<file path="src/rtl/lpc_pkg.sv">
package lpc_pkg;

  // Cycles of a clock given in kHz that cover a span in ns, rounded up.
  function automatic int span_cycles(input int clk_khz, input int span_ns);
    longint prod;
    prod = longint'(clk_khz) * longint'(span_ns);
    return int'((prod + 64'd999999) / 64'd1000000);
  endfunction

  // Half period, in clock cycles, of a wave of out_hz; nearest integer, at least 1.
  function automatic int half_cycles(input int clk_khz, input int out_hz);
    longint clk_hz;
    longint h;
    clk_hz = longint'(clk_khz) * 64'd1000;
    h = (clk_hz + longint'(out_hz)) / (64'd2 * longint'(out_hz));
    if (h < 1) h = 1;
    return int'(h);
  endfunction

  // Counter width able to hold 0..maxval.
  function automatic int cnt_width(input int maxval);
    int w;
    w = 1;
    while ((1 << w) <= maxval) w++;
    return w;
  endfunction

endpackage

</file>
<file path="src/rtl/lpc_sync.sv">
module lpc_sync #(
  parameter int STAGES = 2,
  parameter bit RST_VAL = 1'b1
) (
  input  logic clk,
  input  logic rst,
  input  logic d_i,
  output logic q_o
);
  logic [STAGES-1:0] chain;

  always_ff @(posedge clk) begin
    if (rst) chain <= {STAGES{RST_VAL}};
    else     chain <= {chain[STAGES-2:0], d_i};
  end

  assign q_o = chain[STAGES-1];
endmodule

</file>
<file path="src/rtl/lpc_low_timer.sv">
module lpc_low_timer #(
  parameter int RST_CYC = 120,
  parameter int DIS_CYC = 2500
) (
  input  logic clk,
  input  logic rst,
  input  logic lvl_i,        // synchronized status level
  output logic short_end_o,  // rise after a qualifying short low
  output logic long_hit_o    // low time is about to reach DIS_CYC
);
  import lpc_pkg::*;

  localparam int CW = cnt_width(DIS_CYC);
  localparam logic [CW-1:0] SHORT_MIN = CW'(RST_CYC);
  localparam logic [CW-1:0] LONG_MIN  = CW'(DIS_CYC);
  localparam logic [CW-1:0] LONG_PRE  = CW'(DIS_CYC - 1);

  logic [CW-1:0] lo_cnt;

  always_ff @(posedge clk) begin
    if (rst) begin
      lo_cnt <= '0;
    end else if (!lvl_i) begin
      if (lo_cnt != LONG_MIN) lo_cnt <= lo_cnt + 1'b1;
    end else begin
      lo_cnt <= '0;
    end
  end

  // A nonzero count with the level high marks the first high cycle.
  assign short_end_o = lvl_i && (lo_cnt >= SHORT_MIN) && (lo_cnt < LONG_MIN);
  assign long_hit_o  = !lvl_i && (lo_cnt == LONG_PRE);
endmodule

</file>
<file path="src/rtl/lpc_linkon.sv">
module lpc_linkon #(
  parameter int HALF = 8
) (
  input  logic clk,
  input  logic rst,
  input  logic set_i,
  input  logic clr_i,
  output logic act_o,
  output logic wave_o
);
  import lpc_pkg::*;

  localparam int DW = cnt_width(HALF);
  localparam logic [DW-1:0] LAST = DW'(HALF - 1);

  logic          act;
  logic [DW-1:0] div;
  logic          wave;

  always_ff @(posedge clk) begin
    if (rst)        act <= 1'b0;
    else if (clr_i) act <= 1'b0;
    else if (set_i) act <= 1'b1;
  end

  always_ff @(posedge clk) begin
    if (rst || !act) begin
      div  <= '0;
      wave <= 1'b0;
    end else if (div == LAST) begin
      div  <= '0;
      wave <= !wave;
    end else begin
      div  <= div + 1'b1;
    end
  end

  assign act_o  = act;
  assign wave_o = wave & act;
endmodule

</file>
<file path="src/rtl/lpc_lowpwr.sv">
module lpc_lowpwr #(
  parameter int NPORT = 2
) (
  input  logic             clk,
  input  logic             rst,
  input  logic             if_en_i,
  input  logic             lvl_i,
  input  logic [NPORT-1:0] idle_i,
  input  logic             evt_i,
  output logic             req_o
);
  logic all_idle;
  logic evt_hold;
  logic req;

  assign all_idle = &idle_i;

  // A serviced port event blocks re-entry until a port has become active.
  always_ff @(posedge clk) begin
    if (rst)                       evt_hold <= 1'b0;
    else if (if_en_i || !all_idle) evt_hold <= 1'b0;
    else if (evt_i)                evt_hold <= 1'b1;
  end

  always_ff @(posedge clk) begin
    if (rst) req <= 1'b0;
    else     req <= !if_en_i && all_idle && !evt_hold && !evt_i && !lvl_i;
  end

  assign req_o = req;
endmodule

</file>
<file path="src/rtl/link_pwr_ctrl.sv">
module link_pwr_ctrl #(
  parameter int CLK_KHZ = 100000,
  parameter int NPORT   = 2,
  parameter int LKON_HZ = 6114000
) (
  input  logic             clk,
  input  logic             rst,
  input  logic             stat_in,
  input  logic             lkon_pkt_i,
  input  logic             busrst_i,
  input  logic             irq_pend_i,
  input  logic [NPORT-1:0] port_idle_i,
  input  logic             port_evt_i,
  output logic             if_reset_o,
  output logic             if_enable_o,
  output logic             lkon_o,
  output logic             lowpwr_req_o
);
  import lpc_pkg::*;

  localparam int RST_CYC = span_cycles(CLK_KHZ, 1200);
  localparam int DIS_CYC = span_cycles(CLK_KHZ, 25000);
  localparam int HALF    = half_cycles(CLK_KHZ, LKON_HZ);

  logic lps_s;
  logic short_end;
  logic long_hit;
  logic lkon_set;
  logic lkon_clr;
  logic lkon_act;
  logic if_en;
  logic if_rst;

  lpc_sync #(.STAGES(2), .RST_VAL(1'b1)) u_sync (
    .clk(clk), .rst(rst), .d_i(stat_in), .q_o(lps_s)
  );

  lpc_low_timer #(.RST_CYC(RST_CYC), .DIS_CYC(DIS_CYC)) u_timer (
    .clk(clk), .rst(rst), .lvl_i(lps_s),
    .short_end_o(short_end), .long_hit_o(long_hit)
  );

  always_ff @(posedge clk) begin
    if (rst) begin
      if_en  <= 1'b1;
      if_rst <= 1'b0;
    end else begin
      if_rst <= short_end;
      if (long_hit)            if_en <= 1'b0;
      else if (lps_s && !if_en) if_en <= 1'b1;
    end
  end

  assign lkon_set = lkon_pkt_i && !if_en;
  assign lkon_clr = (lps_s || busrst_i) && !irq_pend_i;

  lpc_linkon #(.HALF(HALF)) u_lkon (
    .clk(clk), .rst(rst), .set_i(lkon_set), .clr_i(lkon_clr),
    .act_o(lkon_act), .wave_o(lkon_o)
  );

  lpc_lowpwr #(.NPORT(NPORT)) u_lp (
    .clk(clk), .rst(rst), .if_en_i(if_en), .lvl_i(lps_s),
    .idle_i(port_idle_i), .evt_i(port_evt_i), .req_o(lowpwr_req_o)
  );

  assign if_enable_o = if_en;
  assign if_reset_o  = if_rst;
endmodule

</file>
<file path="config.mk">
export PLATFORM = sky130hd
export DESIGN_NAME = link_pwr_ctrl
export DESIGN_NICKNAME = d
export VERILOG_FILES = /design/src/rtl/lpc_pkg.sv /design/src/rtl/lpc_sync.sv /design/src/rtl/lpc_low_timer.sv /design/src/rtl/lpc_linkon.sv /design/src/rtl/lpc_lowpwr.sv /design/src/rtl/link_pwr_ctrl.sv
export SDC_FILE = /design/constraint.sdc
export NUM_CORES = 1
export LEC_CHECK = 0
export CAP_MARGIN = 20
export CELL_PAD_IN_SITES_DETAIL_PLACEMENT = 1
export CELL_PAD_IN_SITES_GLOBAL_PLACEMENT = 1
export CORE_MARGIN = 2
export CORE_UTILIZATION = 37
export DETAILED_ROUTE_END_ITERATION = 10
export HOLD_SLACK_MARGIN = 0.03
export PLACE_DENSITY = 0.8
export SYNTH_ARGS = -nofsm -noshare
export SYNTH_HDL_FRONTEND = slang
export SYNTH_SLANG_ARGS = --single-unit
export TNS_END_PERCENT = 30
</file>
<file path="constraint.sdc">
create_clock -name clk -period 1.5 [get_ports clk]
set_input_delay 0.3 -clock clk [delete_from_list [all_inputs] [get_ports clk]]
set_output_delay 0.3 -clock clk [all_outputs]
set_load 0.01 [all_outputs]
</file>
==> results of run 1 <==
## final cells by class
cell class                 count  area, sq um  share of cell area [%]
clock buffer                   4         36.3                    2.63
inverter                       6         22.5                    1.63
multi-input combinational     85          563                    40.8
sequential                    24          490                    35.5
tap                           31         38.8                    2.81
timing repair buffer          25          229                    16.6
## worst max-delay path by stage
stage,startpoint,cells past startpoint,endpoint
6_report,u_timer.lo_cnt[3],4,u_timer.lo_cnt[3]
5_1_grt,u_timer.lo_cnt[3],3,u_timer.lo_cnt[1]
4_1_cts,u_lp.req_o,1,lowpwr_req_o
3_5_place_dp,rst,4,u_timer.lo_cnt[6]
3_3_place_gp,rst,4,u_timer.lo_cnt[6]
2_1_floorplan,u_timer.lo_cnt[0],4,u_timer.lo_cnt[10]
## power groups by stage
stage                     clock (uW)  combinational, uW  sequential, uW
after floorplan                    0               9.37             656
after global placement             0               41.7             657
after detailed placement           0               44.0             657
after CTS                        361               44.1             643
after global routing             385               46.7             641
final                            353               43.2             641
## sequential cells by signal, summed over array words and instances, names as in the netlist
name,cells
u_lkon.div,4
u_timer.lo_cnt,12
u_lp.evt_hold,1
u_sync.chain,2
u_lp.req_o,1
u_lkon.act_o,1
u_lkon.wave,1
if_enable_o,1
if_reset_o,1
## cells in the final DEF (no fill, tap or decap), types with 2 or more instances in the layout
cell,instances
nor3_1,2
clkdlybuf4s50_1,8
or4_1,4
dfxtp_2,5
clkbuf_4,3
nand2_1,8
xor2_1,4
o31ai_1,5
nor2_1,11
xnor2_1,2
dfxtp_1,18
o21ai_0,4
a21oi_1,7
or3_1,3
nand4_1,3
dlygate4sd2_1,3
nand3_1,6
mux2i_1,2
buf_4,12
or2_2,3
inv_1,6
ha_1,3
nand3b_1,2
nand2b_1,2
## cells by family after synthesis
| logic type | Yosys count |
|---|---|
| buffers and inverters | 9 |
| AO/OA/AOI/OAI | 20 |
| multiplexers | 2 |
| flip-flops | 24 |
| XOR/XNOR | 6 |
| adder cells (fa/ha/maj) | 3 |
| AND/OR/NAND/NOR | 54 |
## metal layers
metal,GRT usage [%],vias to the layer above,routed length [um]
met1,23.4,451,1140
met3,2.23,4,98
met4,6.98,0,44
li1,-,471,-
met5,0,-,0
met2,27.6,23,1240
## stage by stage
step / power [uW] / setup WS (ns) / hold slack [ns] / setup TNS, ns
after floorplan: 666 / 0.0561 / 0.372 / 0
after global placement: 698 / 0.0575 / 0.399 / 0
after detailed placement: 701 / 0.0291 / 0.403 / 0
after CTS: 1050 / 0.00927 / 0.442 / 0
after global routing: 1070 / -0.00626 / 0.455 / -0.00774
final: 1040 / 0.0624 / 0.438 / 0
## critical path, cell delays in order, from the launching register on
cell,delay (ns)
dfxtp_2,0.38
or3_4,0.40
nor4_4,0.35
buf_4,0.18
nor3_1,0.04
## repair_timing
| item | 4_1_cts | 5_1_grt |
|---|---|---|
| setup endpoints to repair | 5 | 8 |
| cloned | 0 | 0 |
| pin swaps | 1 | 1 |
| gates resized for setup | 4 | 9 |
| buffers inserted | 0 | 1 |
==> results.py, run 1 <==
metrics = {
    "outcome": {
        "status": "completed",
    },
    "worst_hold_path": {
        "hp-class": "flip-flop to flip-flop",
        "whs_endpoint": "u_lp.req_o",
        "hold_path_depth": 1,
        "hp-start": "u_lp.evt_hold",
    },
    "grt": {
        "grt_antenna_before_repair": 0,
        "grt_max_degree": 14,
        "grtUsageTotal_pct": 17.2,
        "global_route.overflow_total": 0,
        "grt_pass1_vias": 960,
        "grt_pass1_wl_um": 4420,
    },
    "power_and_ir_drop": {
        "p_leak_uw": 0.000507,
        "sequentialPowerShare_pct": 61.8,
        "internal_power_uw": 816,
        "p_clk_share_pct": 34.1,
        "p_comb_share_pct": 4.2,
        "power_density_mw_per_mm2": 752,
        "switching_share_pct": 21.3,
        "peakVddDrop_mv": 0.544,
        "p_switching_uw": 221,
    },
    "setup_path": {
        "r2r_end": "u_timer.lo_cnt[3]",
        "r2r_start": "u_timer.lo_cnt[3]",
        "cp_max_fo": 7,
        "reg2reg_depth": 4,
        "r2r_slack_ns": 0.06,
        "cp.required_ns": 1.73,
        "cp-end-kind": "flip-flop",
        "path_class": "flip-flop to flip-flop",
        "arrival_ns": 1.67,
        "startpoint_type": "flip-flop",
    },
    "synthesis": {
        "synthArstFlopShare_pct": 0,
        "synth-edff-count": 0,
        "syn_area_per_cell_sq_um": 9.14,
        "synth_mux_area_share_pct": 1.86,
        "yosys.area.top_type_share_pct": 44.5,
        "synth_xor_area_share_pct": 4.87,
        "synth_largest_area_cell": "dfxtp_1",
        "syn_area_sq_mm": 0.00108,
        "synth_commonest_cells": "24 x dfxtp_1, 11 x nor2_1, 8 x nand2_1",
        "synth_ff_type": "dfxtp_1",
        "synthMostInstantiatedCell": "dfxtp_1",
        "synth_compound_area_share_pct": 12.1,
        "synth_seq_cells": 24,
        "synth_top_family_by_area": "simple AND/OR/NAND/NOR gates",
        "ys.warnings.count": 0,
        "ys_types": 34,
        "synth_nets": 130,
        "synthAdderAreaFrac_pct": 3.48,
        "netlist_instances": 118,
        "synth-seq-area-share_pct": 44.5,
        "synth_area_leaders": "dfxtp_1 45%, nor2_1 3.8%, ha_1 3.5%",
        "synth-simple-area-share_pct": 29.2,
    },
    "timing": {
        "setup_viol": 0,
        "period_share_pct": 95.8,
        "relSlewSlack_pct": 76.0,
        "period_needed_ns": 1.44,
        "grt_setup_unrepaired": "true",
        "fmax_ghz": 0.696,
        "max_slew.worst_pin.slew_ns": 0.358,
        "hold_viol": 0,
        "finClkSkew_ns": 0.00531,
        "drv_slew": 0,
    },
    "routing": {
        "drtAntennaViolNets": 0,
        "via_per_inst": 5.42,
        "dr.pass1.iters": 4,
        "finalWirelength_um": 2520,
        "drc": 0,
        "wl_per_cell_um": 14.4,
        "initialDrtViolationCount": 21,
        "vias": 949,
    },
    "die": {
        "ioPinCount": 13,
        "die-area_sq_mm": 0.00336,
        "rows": 19,
        "initial_utilization_pct": 39.1,
        "die_x_um": 58.0,
        "coreArea_sq_mm": 0.00276,
        "die_height_um": 58.0,
    },
    "finish": {
        "syn_to_final_growth_pct": 28.0,
        "finish.instance_area_sq_mm": 0.00138,
        "fill_cells": 323,
        "layout.cells.non_filler": 175,
        "nets": 157,
        "fin_util_pct": 50.0,
        "drive_above_1_share_pct": 22.9,
        "antennaDiodeCount": 0,
    },
    "clock_tree": {
        "clock-sinks": 24,
        "clk_pin_slew_ns": 0.14,
        "clockBufferDepth": 2,
        "cts_inserted_buffers": 3,
        "cts_hold_buf": 0,
        "htreeDepth": 1,
        "worst_skew_pair.late_latency_ns": 0.32,
        "cts_tree": "built",
        "root_buffer": "clkbuf_4",
    },
    "placed_design": {
        "hpwlAfterDp_um": 1930,
        "placedCellCount": 170,
        "port_buffers": 12,
        "routabilityCongestion": 0.801,
        "postPlaceCellArea_sq_mm": 0.00132,
    },
    "run": {
        "max_cap_viol_count": 0,
    },
}
No activity file was read; power rests on OpenSTA's default activity.
==> run 2: changes to the inputs <==
--- a/config.mk
+++ b/config.mk
@@ -5,7 +5,6 @@
 export SDC_FILE = /design/constraint.sdc
 export NUM_CORES = 1
 export LEC_CHECK = 0
-export CAP_MARGIN = 20
 export CELL_PAD_IN_SITES_DETAIL_PLACEMENT = 1
 export CELL_PAD_IN_SITES_GLOBAL_PLACEMENT = 1
 export CORE_MARGIN = 2
==> results of run 2 <==
Same layout as run 1: the final DEF is identical, and so are final timing and power.
==> run 3: changes to the inputs <==
--- a/config.mk
+++ b/config.mk
@@ -5,10 +5,12 @@
 export SDC_FILE = /design/constraint.sdc
 export NUM_CORES = 1
 export LEC_CHECK = 0
+export ABC_CLOCK_PERIOD_IN_PS = 1500
 export CELL_PAD_IN_SITES_DETAIL_PLACEMENT = 1
 export CELL_PAD_IN_SITES_GLOBAL_PLACEMENT = 1
 export CORE_MARGIN = 2
 export CORE_UTILIZATION = 37
+export CTS_BUF_LIST = sky130_fd_sc_hd__clkbuf_16
 export DETAILED_ROUTE_END_ITERATION = 10
 export HOLD_SLACK_MARGIN = 0.03
 export PLACE_DENSITY = 0.8
==> run 3 against run 2 <==
Total power increased by 24%. Clock power increased by 69%. Sequential power about the same. Register-to-register slack about the same. Worst setup slack improved by 0.0037 ns. Flip-flop and latch count unchanged. Via count increased by 0.63%. Sequential share of layout area decreased by 1.5 points. Critical path type unchanged.
==> results.py, run 3 (synthesis gave the netlist of run 1 again) <==
metrics = {
    "worst_hold_path": {
        "hp-class": "flip-flop to flip-flop",
        "hold_path_depth": 1,
        "whs_endpoint": "u_sync.chain[1]",
        "hp-start": "u_sync.chain[0]",
    },
    "finish": {
        "syn_to_final_growth_pct": 31.2,
        "layout_common_cells": "23 x dfxtp_1, 12 x buf_4, 11 x nor2_1",
        "layout.cells.non_filler": 175,
        "drive_above_1_share_pct": 19.4,
        "final_common_cell": "dfxtp_1",
        "top_regs": "u_timer.lo_cnt: 12 flops, u_lkon.div: 4 flops, u_sync.chain: 2 flops",
        "nets": 157,
        "antennaDiodeCount": 0,
        "largest-register": "u_timer.lo_cnt",
        "largest_reg_flops": 12,
    },
    "grt": {
        "global_route.overflow_total": 0,
        "grtUsageTotal_pct": 18.3,
        "grt_pass1_wl_um": 4680,
        "grt_pass1_vias": 997,
        "grt_antenna_before_repair": 0,
        "grt_max_degree": 14,
    },
    "power_and_ir_drop": {
        "p_comb_share_pct": 3.4,
        "sequentialPowerShare_pct": 50.1,
        "p_leak_uw": 0.000500,
        "internal_power_uw": 1030,
        "p_switching_uw": 255,
        "switching_share_pct": 19.9,
        "power_density_mw_per_mm2": 905,
        "peakVddDrop_mv": 0.623,
        "total_power_uw": 1280,
        "p_clk_share_pct": 46.5,
    },
    "clock_tree": {
        "cts_hold_buf": 0,
        "worst_skew_pair.late_latency_ns": 0.26,
        "cts_tree": "built",
        "clock-sinks": 24,
        "root_buffer": "clkbuf_16",
        "clockBufferDepth": 2,
        "htreeDepth": 1,
        "cts_inserted_buffers": 3,
        "clk_pin_slew_ns": 0.06,
    },
    "timing": {
        "max_slew.worst_pin.slew_ns": 0.299,
        "setup-tns-final_ns": 0,
        "finClkSkew_ns": 0.00352,
        "setup_viol": 0,
        "period_share_pct": 95.6,
        "hold_slack_ns": 0.423,
        "relSlewSlack_pct": 79.9,
        "fmax_ghz": 0.697,
        "period_needed_ns": 1.43,
        "drv_slew": 0,
        "hold_viol": 0,
        "grt_setup_unrepaired": "true",
        "setup_ws_ns": 0.0662,
    },
    "die": {
        "ioPinCount": 13,
        "rows": 19,
        "die_x_um": 58.0,
        "die-area_sq_mm": 0.00336,
        "coreArea_sq_mm": 0.00276,
        "die_height_um": 58.0,
        "initial_utilization_pct": 39.1,
    },
    "setup_path": {
        "r2r_start": "u_timer.lo_cnt[2]",
        "cp-end-kind": "flip-flop",
        "r2r_end": "if_reset_o",
        "path_class": "flip-flop to flip-flop",
        "reg2reg_depth": 2,
        "r2r_slack_ns": 0.07,
        "arrival_ns": 1.59,
        "startpoint_type": "flip-flop",
        "cp_max_fo": 6,
        "cp.required_ns": 1.66,
        "critPathLaunch": "u_timer.lo_cnt[2]",
    },
    "run": {
        "max_cap_viol_count": 0,
    },
    "routing": {
        "drtAntennaViolNets": 0,
        "drc": 0,
        "finalWirelength_um": 2650,
        "initialDrtViolationCount": 16,
        "dr.pass1.iters": 4,
        "via_per_inst": 5.46,
        "wl_per_cell_um": 15.2,
        "vias": 955,
    },
    "placed_design": {
        "placedCellCount": 170,
        "hpwlAfterDp_um": 1930,
        "port_buffers": 12,
        "routabilityCongestion": 0.801,
        "pre_cts_slack_ns": 0.0291,
    },
    "outcome": {
        "status": "completed",
    },
}
==> run 3: cell count changes in the layout (fill, tap and decap cells not counted), moves of 2 or more <==
cell,change
clkdlybuf4s50_1,+2
clkbuf_16,+3
dfxtp_2,-4
dfxtp_1,+5
clkbuf_4,-3
==> run 3: layout make-up <==
cell class | instances | area [sq um]
inverter | 6 | 22.5
sequential | 24 | 482
multi-input combinational | 85 | 566
clock buffer | 3 | 75.1
tap | 31 | 38.8
clock inverter | 1 | 3.75
timing repair buffer | 25 | 228
fill | 328 | 1340
==> run 3: critical path, cell delays in order, from the launching register on <==
cell	delay (ns)
dfxtp_1	0.38
or4_4	0.58
a2111oi_2	0.37
==> run 3: worst max-delay path by stage <==
stage | slack, ns | cells after the start | endpoint
after floorplan | 0.06 | 4 | u_timer.lo_cnt[10]
after global placement | 0.06 | 4 | u_timer.lo_cnt[6]
after detailed placement | 0.03 | 4 | u_timer.lo_cnt[6]
after CTS | 0.005 | 3 | u_timer.lo_cnt[0]
after global routing | -0.02 | 2 | if_reset_o
final | 0.07 | 2 | if_reset_o
==> run 3: per-stage QoR <==
| stage | area (sq um) | util [%] |
|---|---|---|
| after global placement | 1320 | 47.9 |
| after floorplan | 1080 | - |
| after CTS | 1400 | 50.6 |
| final | 1420 | 51.3 |
| after detailed placement | 1320 | 47.9 |
| after global routing | 1420 | 51.3 |
==> run 3: repair_timing <==
item / 4_1_cts / 5_1_grt
setup buffers: 0 / 1
gates resized for setup: 2 / 3
gates cloned: 0 / 0
pin swaps: 0 / 1
setup endpoints to repair: 2 / 9
==> run 3: power by group through the flow <==
stage	combinational, uW	sequential, uW	clock (uW)
6_report	43.4	642	596
5_1_grt	46.9	642	634
4_1_cts	44.2	642	598
3_5_place_dp	44.0	657	0
2_1_floorplan	9.37	656	0
3_3_place_gp	41.7	657	0
==> run 3: per-layer routing <==
metal	GRT usage (%)	wire length (um)	vias to the layer above
met2	29.4	1270	16
met4	6.98	44	0
met1	24.3	1260	462
met5	0	0	-
li1	-	-	472
met3	3.57	79	5
